$ cat config.mk
export PLATFORM = sky130hd
export DESIGN_NAME = edge_parity_rng
export DESIGN_NICKNAME = d
export VERILOG_FILES = /design/src/rtl/eip_pkg.sv /design/src/rtl/eip_sampler.sv /design/src/rtl/eip_interval.sv /design/src/rtl/eip_vonneumann.sv /design/src/rtl/eip_packer.sv /design/src/rtl/edge_parity_rng.sv
export SDC_FILE = /design/constraint.sdc
export NUM_CORES = 1
export LEC_CHECK = 0
export BUFFER_PORTS_ARGS = -buffer_cell sky130_fd_sc_hd__buf_2
export CAP_MARGIN = 20
export CORE_MARGIN = 2
export CORE_UTILIZATION = 60
export CTS_BUF_LIST = sky130_fd_sc_hd__clkbuf_4
export DETAILED_ROUTE_END_ITERATION = 10
export PLACE_DENSITY = 0.79
export SYNTH_ARGS = -nofsm -noshare
export SYNTH_HDL_FRONTEND = slang
export SYNTH_HIERARCHICAL = 1
export SYNTH_SLANG_ARGS = --single-unit
$ cat constraint.sdc
create_clock -name clk -period 2.2 [get_ports clk]
set_input_delay 0.33 -clock clk [delete_from_list [all_inputs] [get_ports clk]]
set_output_delay 0.33 -clock clk [all_outputs]
set_load 0.05 [all_outputs]
$ cat src/rtl/eip_pkg.sv
package eip_pkg;

  typedef enum logic {
    ST_WAIT = 1'b0,
    ST_MEAS = 1'b1
  } meas_st_e;

  localparam int unsigned TRIPLE_SEGS = 3;

endpackage

$ cat src/rtl/eip_sampler.sv
module eip_sampler #(
  parameter int unsigned DIV    = 3,
  parameter int unsigned SYNC_N = 2
) (
  input  logic clk,
  input  logic rst_n,
  input  logic noise_async,
  output logic tick_o,
  output logic edge_o
);

  localparam int unsigned    DW       = (DIV > 1) ? $clog2(DIV) : 1;
  localparam logic [DW-1:0]  DIV_LAST = DW'(DIV - 1);

  logic [SYNC_N-1:0] sync_q, sync_d;
  logic [DW-1:0]     div_q, div_d;
  logic              hold_q, hold_d;
  logic              tick_q, tick_d;
  logic              edge_q, edge_d;
  logic              tick_now;
  logic              smp;

  assign smp = sync_q[SYNC_N-1];

  always_comb begin
    sync_d   = {sync_q[SYNC_N-2:0], noise_async};
    tick_now = (div_q == DIV_LAST);
    div_d    = tick_now ? '0 : div_q + 1'b1;
    hold_d   = tick_now ? smp : hold_q;
    tick_d   = tick_now;
    edge_d   = tick_now && (smp != hold_q);
  end

  always_ff @(posedge clk or negedge rst_n) begin
    if (!rst_n) begin
      sync_q <= '0;
      div_q  <= '0;
      hold_q <= 1'b0;
      tick_q <= 1'b0;
      edge_q <= 1'b0;
    end else begin
      sync_q <= sync_d;
      div_q  <= div_d;
      hold_q <= hold_d;
      tick_q <= tick_d;
      edge_q <= edge_d;
    end
  end

  assign tick_o = tick_q;
  assign edge_o = edge_q;

  // ticks are never back to back when DIV >= 2
  a_r1_tick_spacing: assert property (@(posedge clk) disable iff (!rst_n)
    tick_q |=> !tick_q);

  // a boundary is reported only when the held sample has flipped
  a_r1_edge_flips_sample: assert property (@(posedge clk) disable iff (!rst_n)
    edge_q |-> (hold_q != $past(hold_q)));

endmodule

$ cat src/rtl/eip_interval.sv
module eip_interval
  import eip_pkg::*;
#(
  parameter int unsigned CNT_W = 16
) (
  input  logic clk,
  input  logic rst_n,
  input  logic tick_i,
  input  logic edge_i,
  input  logic triple_i,
  output logic raw_vld_o,
  output logic raw_bit_o,
  output logic marker_o
);

  localparam logic [CNT_W-1:0] CNT_MAX  = '1;
  localparam logic [1:0]       SEG_LAST = 2'(TRIPLE_SEGS - 1);

  meas_st_e         st_q, st_d;
  logic [CNT_W-1:0] cnt_q, cnt_d;
  logic [1:0]       seg_q, seg_d;
  logic             trip_q, trip_d;
  logic             raw_vld_q, raw_vld_d;
  logic             raw_bit_q, raw_bit_d;
  logic             mark_q, mark_d;
  logic             cnt_sat;
  logic [CNT_W-1:0] cnt_inc;
  logic             final_seg;

  always_comb begin
    st_d      = st_q;
    cnt_d     = cnt_q;
    seg_d     = seg_q;
    trip_d    = trip_q;
    raw_vld_d = 1'b0;
    raw_bit_d = raw_bit_q;
    mark_d    = 1'b0;
    cnt_sat   = (cnt_q == CNT_MAX);
    cnt_inc   = cnt_sat ? cnt_q : cnt_q + 1'b1;
    final_seg = !trip_q || (seg_q == SEG_LAST);
    unique case (st_q)
      ST_WAIT: begin
        if (edge_i) begin
          st_d   = ST_MEAS;
          cnt_d  = '0;
          seg_d  = '0;
          trip_d = triple_i;
          mark_d = 1'b1;
        end
      end
      ST_MEAS: begin
        if (tick_i) begin
          if (edge_i && final_seg) begin
            st_d      = ST_WAIT;
            mark_d    = 1'b1;
            raw_vld_d = !cnt_sat;
            raw_bit_d = ~cnt_q[0];
          end else begin
            cnt_d = cnt_inc;
            if (edge_i) seg_d = seg_q + 1'b1;
          end
        end
      end
      default: st_d = ST_WAIT;
    endcase
  end

  always_ff @(posedge clk or negedge rst_n) begin
    if (!rst_n) begin
      st_q      <= ST_WAIT;
      cnt_q     <= '0;
      seg_q     <= '0;
      trip_q    <= 1'b0;
      raw_vld_q <= 1'b0;
      raw_bit_q <= 1'b0;
      mark_q    <= 1'b0;
    end else begin
      st_q      <= st_d;
      cnt_q     <= cnt_d;
      seg_q     <= seg_d;
      trip_q    <= trip_d;
      raw_vld_q <= raw_vld_d;
      raw_bit_q <= raw_bit_d;
      mark_q    <= mark_d;
    end
  end

  assign raw_vld_o = raw_vld_q;
  assign raw_bit_o = raw_bit_q;
  assign marker_o  = mark_q;

  // the probe pulse lasts a single cycle
  a_r7_marker_pulse: assert property (@(posedge clk) disable iff (!rst_n)
    mark_q |=> !mark_q);

  // no raw bit leaves a span whose count had saturated
  a_r8_no_bit_when_saturated: assert property (@(posedge clk) disable iff (!rst_n)
    raw_vld_q |-> ($past(cnt_q) != CNT_MAX));

  // after a raw bit the next gap is not timed
  a_r3_skip_after_bit: assert property (@(posedge clk) disable iff (!rst_n)
    raw_vld_q |-> (st_q == ST_WAIT));

endmodule

$ cat src/rtl/eip_vonneumann.sv
module eip_vonneumann (
  input  logic clk,
  input  logic rst_n,
  input  logic raw_vld_i,
  input  logic raw_bit_i,
  output logic bit_vld_o,
  output logic bit_o
);

  logic have_q, have_d;
  logic first_q, first_d;
  logic vld_q, vld_d;
  logic bit_q, bit_d;

  always_comb begin
    have_d  = have_q;
    first_d = first_q;
    vld_d   = 1'b0;
    bit_d   = bit_q;
    if (raw_vld_i) begin
      if (!have_q) begin
        have_d  = 1'b1;
        first_d = raw_bit_i;
      end else begin
        have_d = 1'b0;
        if (first_q != raw_bit_i) begin
          vld_d = 1'b1;
          bit_d = first_q;
        end
      end
    end
  end

  always_ff @(posedge clk or negedge rst_n) begin
    if (!rst_n) begin
      have_q  <= 1'b0;
      first_q <= 1'b0;
      vld_q   <= 1'b0;
      bit_q   <= 1'b0;
    end else begin
      have_q  <= have_d;
      first_q <= first_d;
      vld_q   <= vld_d;
      bit_q   <= bit_d;
    end
  end

  assign bit_vld_o = vld_q;
  assign bit_o     = bit_q;

  // an output bit closes a pair of unequal raw bits and repeats the first
  a_r4_unequal_pair: assert property (@(posedge clk) disable iff (!rst_n)
    vld_q |-> ($past(have_q) && $past(raw_vld_i) &&
               ($past(raw_bit_i) != $past(first_q)) && (bit_q == $past(first_q))));

endmodule

$ cat src/rtl/eip_packer.sv
module eip_packer #(
  parameter int unsigned BYTE_W = 8
) (
  input  logic              clk,
  input  logic              rst_n,
  input  logic              bit_vld_i,
  input  logic              bit_i,
  output logic [BYTE_W-1:0] data_o,
  output logic              valid_o,
  input  logic              ready_i
);

  localparam int unsigned   BW       = $clog2(BYTE_W);
  localparam logic [BW-1:0] BIT_LAST = BW'(BYTE_W - 1);

  logic [BYTE_W-1:0] sr_q, sr_d;
  logic [BW-1:0]     cnt_q, cnt_d;
  logic              full_q, full_d;
  logic [BYTE_W-1:0] data_q, data_d;
  logic [BYTE_W-1:0] shifted;
  logic              accept;

  always_comb begin
    sr_d    = sr_q;
    cnt_d   = cnt_q;
    full_d  = full_q;
    data_d  = data_q;
    accept  = bit_vld_i && !full_q;
    shifted = {sr_q[BYTE_W-2:0], bit_i};
    if (full_q && ready_i) full_d = 1'b0;
    if (accept) begin
      sr_d = shifted;
      if (cnt_q == BIT_LAST) begin
        data_d = shifted;
        full_d = 1'b1;
        cnt_d  = '0;
      end else begin
        cnt_d = cnt_q + 1'b1;
      end
    end
  end

  always_ff @(posedge clk or negedge rst_n) begin
    if (!rst_n) begin
      sr_q   <= '0;
      cnt_q  <= '0;
      full_q <= 1'b0;
      data_q <= '0;
    end else begin
      sr_q   <= sr_d;
      cnt_q  <= cnt_d;
      full_q <= full_d;
      data_q <= data_d;
    end
  end

  assign data_o  = data_q;
  assign valid_o = full_q;

  // a waiting byte is held unchanged until it is taken
  a_r9_hold_until_ready: assert property (@(posedge clk) disable iff (!rst_n)
    (full_q && !ready_i) |=> (full_q && $stable(data_q)));

  // a bit arriving while a byte waits leaves the fill state untouched
  a_r10_drop_when_full: assert property (@(posedge clk) disable iff (!rst_n)
    (bit_vld_i && full_q) |=> ($stable(cnt_q) && $stable(sr_q)));

endmodule

$ cat src/rtl/edge_parity_rng.sv
module edge_parity_rng #(
  parameter int unsigned DIV    = 3,
  parameter int unsigned CNT_W  = 16,
  parameter int unsigned BYTE_W = 8
) (
  input  logic              clk,
  input  logic              rst_n,
  input  logic              noise_in,
  input  logic              triple_mode,
  output logic [BYTE_W-1:0] out_data,
  output logic              out_valid,
  input  logic              out_ready,
  output logic              marker
);

  logic [1:0] rst_sync_q;
  logic       rst_n_i;
  logic       tick, edge_evt;
  logic       raw_vld, raw_bit;
  logic       db_vld, db_bit;

  always_ff @(posedge clk or negedge rst_n) begin
    if (!rst_n) rst_sync_q <= 2'b00;
    else        rst_sync_q <= {rst_sync_q[0], 1'b1};
  end
  assign rst_n_i = rst_sync_q[1];

  eip_sampler #(.DIV(DIV), .SYNC_N(2)) u_sampler (
    .clk         (clk),
    .rst_n       (rst_n_i),
    .noise_async (noise_in),
    .tick_o      (tick),
    .edge_o      (edge_evt)
  );

  eip_interval #(.CNT_W(CNT_W)) u_interval (
    .clk       (clk),
    .rst_n     (rst_n_i),
    .tick_i    (tick),
    .edge_i    (edge_evt),
    .triple_i  (triple_mode),
    .raw_vld_o (raw_vld),
    .raw_bit_o (raw_bit),
    .marker_o  (marker)
  );

  eip_vonneumann u_debias (
    .clk       (clk),
    .rst_n     (rst_n_i),
    .raw_vld_i (raw_vld),
    .raw_bit_i (raw_bit),
    .bit_vld_o (db_vld),
    .bit_o     (db_bit)
  );

  eip_packer #(.BYTE_W(BYTE_W)) u_packer (
    .clk       (clk),
    .rst_n     (rst_n_i),
    .bit_vld_i (db_vld),
    .bit_i     (db_bit),
    .data_o    (out_data),
    .valid_o   (out_valid),
    .ready_i   (out_ready)
  );

  // no output activity while reset is applied
  a_r11_quiet_in_reset: assert property (@(posedge clk)
    !rst_n |-> (!out_valid && !marker));

endmodule

==> impl_results.md, run 1 <==
* Mapped Nets at roughly 220
* Worst setup SP type: register
* Final Max Tran Viols at 0
* Syn Area/Cell at between 10 and 15 sq um
* Sequential cell area fraction in the yosys report at 52.3%
* Fin nets at 240
* Post-synthesis instance total at roughly 220
* DR vias at 1710
* P_sw at between 0.0007 and 0.0008 W
* PostCTS Resize Cnt at 0
* Ports at 15
* #FFs+latches synth at 55
* R2R Setup Slk at 370 ps
* Critical path fanouts, max at 11
* Ys Warns at 6
* IO buf count at 14
* Final hold vios at 0
* DRT iter0 DRCs at 69
* Layout cells sized above 1 at about a quarter
* Asr flop ratio synth at 100%
* Netlist cell types at 55
* Routed Antenna Nets at 0
* Tmin final at roughly 1800 ps
* Critical R2R Launch: u_interval/seg_q[1]
* Die Y at around 70 microns
* Part of the power in the clock network at between 20 and 25%
* Most instantiated cells after synthesis: dfrtp_1 (55), o31ai_1 (18), mux2_4 (13)
* Hold path start: noise_in
* Cell Int Power at 0.00171 W
* Ranking of synthesized cells by area: dfrtp_1 (52%), mux2_4 (7.4%), o31ai_1 (5.1%)
* Switch share at a little under a third
* Status: finished clean
* Global-route wire length before repair at 7750 microns
* Remaining global-route overflow at 0
* Die W at 70.2 microns
* Logic pwr share at approximately 25%
* Length of the first detailed-routing pass in iterations at 4
* Clk buf depth at 2
* Max-cap violation count at 0
* Via density at 6.02
* RSZ-0062 raised after global routing: false
* Critical Path End Type: register
* CTS tree: done
* Pin count of the biggest net entering global routing at 50
* Number of synthesized flops with an enable pin at 0
* Critical Path Start: u_interval/seg_q[1]
* Postcts setup bufs at 0
* Filler cells at ~330
* Final WL at approximately 4200 microns
* Critical Path AT at approximately 2100 ps
* Sink Count at 55
* Seq. cell area at between 1000 and 1500 sq um
* Sequential group share of total power at 52.2%
* Reg2Reg Depth at 6
* Antenna cells at 0
* H-tree levels at 2
* Fin Setup TNS at 0 ps
* Most frequent cell after synthesis: dfrtp_1
* Worst EP required at between 2000 and 3000 ps
* Setup-failing EPs final at 0
* Cell Count, Final, Fillers Out at 284
* Clk pin slew, worst setup/hold paths at 140 ps
* Initial cell density of the core at around three fifths
* Total CTS buffers at 5
* Post-synthesis cell area at 2630 sq um
* Drc violations at 0
* Hold path endpoint: u_sampler/sync_q[0]
* Post-synth top flop: dfrtp_1
* Number of antenna violations at the first check in global routing at 0
* VDD IR max at slightly above 0.0007 V
* HP Class: primary input to register
* Hpwl dp at 2930 microns
* Hold Crit Depth at 1
* Fmax at ~550 MHz
* Post-synth top area share at 52.3%
* Die area at ~4900 sq um
* Inst Count DP at 275
* Slew @ Worst Pin at between 500 and 600 ps
* Clk_skew at roughly 8.5 ps
* Core area at around 4300 sq um
* Tcrit/Tclk final at between 80% and 90%
* Root Buffer: clkbuf_4
* Pwr per Cell Area at between 800 and 900 nW/um^2
* Slew HR at between 60% and 70%
* Crit path kind: register to register
* Cell taking the most area after synthesis: dfrtp_1
* Row count at 24
* Area of the multi-input gates at 1140 sq um
* Vias in the first global route at around 1700
* Final GP Congestion at 0.866
* R2R Path End: u_interval/cnt_q[11]
* WL per Instance at ~15 microns
* Total GRT Usage at 19.6%
* P&R area growth vs syn at 6.42%
* Lkg Pwr at 1.34 nW
* Worst-skew pair later-pin latency at around 370 ps
timing repair:
action,CTS,global route
setup endpoints to repair,0,0
endpoints found under the hold margin,2,0
hold buffers,1,0
routing by layer:
metal	track usage, %	wire length, microns
met5	0	0
met4	6.41	53
met3	4.62	197
met2	29.6	2000
met1	28.1	1950
cell usage in the layout, fill, tap and decap left out, types with 2 or more instances in the layout:
| cell | n |
|---|---|
| o21ai_1 | 7 |
| dfrtp_1 | 54 |
| buf_2 | 14 |
| nor2_1 | 5 |
| o211ai_1 | 2 |
| nor2b_4 | 2 |
| or4_1 | 2 |
| or2_2 | 2 |
| nand3_1 | 8 |
| and2_1 | 3 |
| inv_1 | 3 |
| a21oi_1 | 6 |
| o21ai_0 | 5 |
| mux2_2 | 8 |
| and4_1 | 4 |
| and3_1 | 3 |
| mux2_4 | 13 |
| o31ai_1 | 18 |
| clkbuf_4 | 7 |
| nor3_1 | 2 |
| nand2b_1 | 3 |
| nand4_1 | 4 |
| buf_4 | 5 |
| nor2b_1 | 2 |
| nand2_1 | 10 |
| ha_1 | 4 |
| a31oi_1 | 4 |
| xor2_1 | 3 |
| nand3b_1 | 2 |
worst max path at each step:
stage | to | slack, ps
CTS | u_interval/cnt_q[11] | 370
global placement | u_interval/cnt_q[8] | 390
global route | u_interval/cnt_q[2] | 180
detailed placement | u_interval/cnt_q[11] | 400
finish | u_interval/cnt_q[11] | 370
floorplan | u_interval/cnt_q[11] | 550
layout make-up:
cell class                      count  area share (%)
Timing Repair Buffer               20            4.20
Clock inverter                      1            1.07
Multi-Input combinational cell    145            40.8
Inverter                            4           0.536
Tap cell                           52            2.32
Sequential cell                    55            49.2
Clock buffer                        7            1.88
registers in the layout, summed over array words and instances (netlist names), 2 cells and up:
signal            count
rst_sync_q            2
u_sampler/sync_q      2
u_packer/sr_q         7
u_interval/seg_q      2
u_sampler/div_q       2
u_interval/cnt_q     16
u_packer/data_o       8
u_packer/cnt_q        3
per-stage QoR:
step	instance area (sq um)	utilization [%]	total power [W]	setup WS (ps)	hold slack, ps
5_1_grt	2800	65.2	0.00270	177	31.3
3_3_place_gp	2710	63.1	0.00194	390	63.5
6_report	2800	65.2	0.00249	370	61.8
3_5_place_dp	2710	63.1	0.00196	405	63.1
4_1_cts	2800	65.2	0.00253	368	46.5
2_1_floorplan	2630	-	0.00182	545	34.4
logic make-up (layout without fill, tap and decap cells):
| logic type | after synthesis | in the layout | synth area share, % |
|---|---|---|---|
| buffers and inverters | 15 | 32 | 4.28 |
| and+or+nand+nor | 64 | 64 | 16.2 |
| other | 1 | 1 | 0.142 |
| muxes | 22 | 22 | 11.3 |
| xor gates and xnor gates | 3 | 3 | 0.998 |
| adders and majority gates | 4 | 4 | 1.90 |
| AOI/OAI and AO/OA | 51 | 51 | 12.9 |
| DFF | 55 | 55 | 52.3 |
worst max-delay path, cell delays in order (launching register included):
cell and delay (ps):
dfrtp_1 420, ha_1 190, and2b_1 230, o21ai_2 130, buf_4 200, or4_1 520
nand3_1 90
power by group through the flow:
stage	clock (W)	sequential (W)	combinational, W
global route	0.000620	0.00134	0.000746
detailed placement	0	0.00132	0.000636
CTS	0.000581	0.00130	0.000644
floorplan	0	0.00127	0.000545
global placement	0	0.00132	0.000620
finish	0.000557	0.00130	0.000634
Power figures use the tool's default switching activity.
==> run 2, diff against run 1 <==
--- a/config.mk
+++ b/config.mk
@@ -5,13 +5,14 @@
 export SDC_FILE = /design/constraint.sdc
 export NUM_CORES = 1
 export LEC_CHECK = 0
+export ABC_AREA = 1
 export BUFFER_PORTS_ARGS = -buffer_cell sky130_fd_sc_hd__buf_2
 export CAP_MARGIN = 20
 export CORE_MARGIN = 2
-export CORE_UTILIZATION = 60
+export CORE_UTILIZATION = 57
 export CTS_BUF_LIST = sky130_fd_sc_hd__clkbuf_4
 export DETAILED_ROUTE_END_ITERATION = 10
-export PLACE_DENSITY = 0.79
+export PLACE_DENSITY = 0.78
 export SYNTH_ARGS = -nofsm -noshare
 export SYNTH_HDL_FRONTEND = slang
 export SYNTH_HIERARCHICAL = 1
==> constraint.sdc (replaced) <==
create_clock -name clk -period 1.58 [get_ports clk]
set_input_delay 0.237 -clock clk [delete_from_list [all_inputs] [get_ports clk]]
set_output_delay 0.237 -clock clk [all_outputs]
set_load 0.05 [all_outputs]
==> run 2 against run 1 <==
Global-route usage fell by 0.32 points. Routed wire length increased by 23%. Non-clock buffer count up 20. Worst setup slack worse by 330 ps. Synthesized area increased by 4.3%. Via count up 25%. Hold slack better by 17 ps. Utilization grew 1.3 points. First-iteration DRC count grew 87%. Sequential share of layout area shrank 5.0 points. Cell count increased by 43%. Critical path type unchanged. Critical endpoint is now u_interval/cnt_q[5]. Largest cell class unchanged.
==> impl_results.md, run 2 <==
* Status: finished clean
* Synth Area in Simple Gates at 28.8% (+13 points)
* Post-synthesis instance total at 313 (+46%)
* P&R area growth vs syn at 13.7%
* Vias in the first global route at 1901 (+14%)
* Ys Warns at 6 (unchanged)
* Pwr per Cell Area at 1150 nW/um^2 (+29%)
* Fin nets at 361 (+50%)
* Worst setup SP type: register
* Commonest non-fill, non-tap cell in the layout: nand2_1
* Global-route wire length before repair at 8120 microns (+4.8%)
* Sequential group share of total power at 48.1% (-4.1 points)
* Most instantiated cells after synthesis: nand2_1 (97), dfrtp_1 (55), inv_1 (27)
* Logic pwr share at 34.5% (+9.1 points)
* Number of antenna violations at the first check in global routing at 0 (unchanged)
* Hold Crit Depth at 2 (+1)
* P_sw at 0.00128 W (+63%)
* Netlist cell types at 30 (-45%)
* Hpwl dp at 3390 microns (+16%)
* Multiplexer share of the synthesized area at 0.410% (-11 points)
* Total CTS buffers at 5 (unchanged)
* Via density at 5.25 (-13%)
* Routed Antenna Nets at 0 (unchanged)
* Asr flop ratio synth at 100% (unchanged)
* Area of the multi-input gates at 1170 sq um (+2.0%)
* Reg2Reg Depth at 9 (+3)
* Worst EP required at 1840 ps (-670 ps)
* Main combinational cell family by area after synthesis: simple AND/OR/NAND/NOR gates
* Final Max Tran Viols at 0 (unchanged)
* Critical R2R Launch: u_interval/cnt_q[1]
* Post-synth top area share at 50.1% (-2.2 points)
* Die Y at 73.4 microns (+4.5%)
* Seq. cell area at 1380 sq um (unchanged)
* Tcrit/Tclk final at 97.7% (+14 points)
* DRT iter0 DRCs at 129 (+87%)
* Length of the first detailed-routing pass in iterations at 4 (unchanged)
* Critical Path End Type: register
* Crit path kind: register to register
* Switch share at 35.8% (+4.3 points)
* RSZ-0062 raised after global routing: true
* Critical Path Start: u_interval/cnt_q[1]
* Lkg Pwr at 1.59 nW (+19%)
* Clk buf depth at 2 (unchanged)
* Final WL at 5160 microns (+23%)
* Part of the power in the clock network at 17.4% (-4.9 points)
* Largest register FFs at 16 (unchanged)
* #FFs+latches synth at 55 (unchanged)
* Layout cells sized above 1 at 28.6% (+1.9 points)
* DR vias at 2136 (+25%)
* Ports at 15 (unchanged)
* Root Buffer: clkbuf_4
* Syn Area/Cell at 8.77 sq um (-28%)
* Core area at 4690 sq um (+9.3%)
* Top reg by flops: u_interval/cnt_q
* Fmax at 648 MHz (+19%)
* Max-cap violation count at 0 (unchanged)
* Hold path start: triple_mode
* Final hold vios at 0 (unchanged)
* Mapped Nets at 322 (+44%)
* Sink Count at 55 (unchanged)
* H-tree levels at 2 (unchanged)
* WL per Instance at 12.7 microns (-14%)
* R2R Setup Slk at 40 ps (-330 ps)
* Hold path endpoint: u_interval/trip_q
* R2R Path End: u_interval/cnt_q[5]
* Remaining global-route overflow at 0 (unchanged)
* Pin count of the biggest net entering global routing at 54 (+8.0%)
* Setup-failing EPs final at 0 (unchanged)
* Sequential cell area fraction in the yosys report at 50.1% (-2.2 points)
* Final instance area at 3120 sq um (+11%)
* Die area at 5390 sq um (+9.2%)
* Post-synthesis cell area at 2750 sq um (+4.3%)
* Final GP Congestion at 0.901 (+4.1%)
* IO buf count at 14 (unchanged)
* VDD IR max at 0.000734 V (+1.1%)
* Clk_skew at 17.2 ps (+8.67 ps)
* Synth Area in Adders at 1.82% (-0.079 points)
* WHS at 79.1 ps (+17.4 ps)
* Dpl cell area at 2910 sq um (+7.5%)
* Critical Path AT at 1810 ps (-330 ps)
* Die W at 73.4 microns (+4.5%)
* Filler cells at 367 (+13%)
* Critical path fanouts, max at 9 (-2)
* Worst-skew pair later-pin latency at 380 ps (about the same)
* Clk pin slew, worst setup/hold paths at 160 ps (+20 ps)
* CTS tree: done
* Antenna cells at 0 (unchanged)
* Most frequent cells in the layout: nand2_1 (97), dfrtp_1 (54), inv_1 (25)
* Total GRT Usage at 19.3% (-0.32 points)
* Number of synthesized flops with an enable pin at 0 (unchanged)
* Cell Int Power at 0.00230 W (+35%)
* Tmin final at 1540 ps (-287 ps)
* Cell taking the most area after synthesis: dfrtp_1
* HP Class: primary input to register
* Most frequent cell after synthesis: nand2_1
* Drc violations at 0 (unchanged)
* Post-synth top flop: dfrtp_1
* Xor and xnor fraction of the mapped netlist area at 0.319% (-0.68 points)
* Row count at 25 (+4.2%)
* Compound-gate portion of the synthesized area at 9.48% (-3.5 points)
* Ranking of synthesized cells by area: dfrtp_1 (50%), nand2_1 (13%), o21ai_2 (4.8%)
* Initial cell density of the core at 58.5% (-2.8 points)
==> run 2: cell types whose count changed after synthesis, moves of 7 or more <==
| cell | before | now |
|---|---|---|
| mux2_2 | 8 | 1 |
| nand2_2 | 0 | 13 |
| inv_1 | 3 | 27 |
| o21ai_2 | 1 | 15 |
| nand2_1 | 10 | 97 |
| nand3_1 | 8 | 18 |
| o21ai_0 | 5 | 13 |
| nor2_1 | 5 | 16 |
| o31ai_1 | 18 | 0 |
| mux2_4 | 13 | 0 |
| nand4_1 | 4 | 11 |
==> run 2: cell families (layout without fill, tap and decap cells) <==
family          Yosys count  in the layout
simple gates            168            169
flops                    55             55
buf+inv                  43             82
compound gates           40             40
fa+ha+maj                 4              4
other cells               1              1
xor+xnor                  1              1
mux                       1              1
==> run 2: what timing repair did <==
item / 4_1_cts / 5_1_grt
endpoints found under the setup margin: 0 / 17
gates resized for setup: 0 / 12
setup buffers: 0 / 6
hold endpoints to repair: 3 / 1
hold buffers: 2 / 1
==> run 2: final cells by class <==
type | count | share of cell area, %
clock buffer | 5 | 1.20
timing repair buffer | 40 | 10.3
tap | 54 | 2.16
sequential | 55 | 44.1
multi-input combinational | 216 | 37.4
inverter | 34 | 4.09
clock inverter | 3 | 0.721
==> run 2: worst max-delay path, cell delays in order (launching register included) <==
cell and delay (ps):
dfrtp_1 390, ha_2 200, nand3_2 90, inv_2 100
nand2_4 60, nor2_4 130, nand3_4 110, nand2_8 130
clkbuf_16 170, o21ai_2 50
==> run 2: power by group through the flow <==
stage	sequential (W)	clock, W	combinational (W)
after floorplan	0.00175	0	0.000811
after global placement	0.00173	0	0.000960
after detailed placement	0.00174	0	0.000995
after CTS	0.00172	0.000650	0.00100
after global routing	0.00174	0.000705	0.00135
final	0.00172	0.000625	0.00124
==> run 2: metrics by stage <==
| stage | instances | TNS, ps | total power (W) | utilization, % | setup slack [ps] |
|---|---|---|---|---|---|
| 2_1_floorplan | 313 | 0 | 0.00256 | - | 125 |
| 3_3_place_gp | 388 | 0 | 0.00269 | 62.1 | 101 |
| 3_5_place_dp | 388 | 0 | 0.00274 | 62.1 | 39.1 |
| 4_1_cts | 398 | 0 | 0.00337 | 63.8 | 6.17 |
| 5_1_grt | 407 | -256 | 0.00380 | 66.5 | -46.3 |
| 6_report | 407 | 0 | 0.00358 | 66.5 | 36.6 |
==> run 2: routing by layer <==
layer	part of all wire, %	GRT usage [%]	vias up
li1	-	-	1078
met5	0	0	-
met1	46	24.8	1010
met4	1.9	6.26	0
met2	49	32.9	38
met3	2.9	3.43	10
==> run 2: how the worst max path moves through the flow <==
| stage | to | slack, ps | cells after the start |
|---|---|---|---|
| after floorplan | u_interval/cnt_q[9] | 130 | 9 |
| after global placement | u_interval/cnt_q[6] | 100 | 11 |
| after detailed placement | u_interval/cnt_q[6] | 40 | 11 |
| after CTS | u_interval/cnt_q[6] | 6 | 11 |
| after global routing | u_interval/cnt_q[5] | -50 | 10 |
| final | u_interval/cnt_q[5] | 40 | 9 |
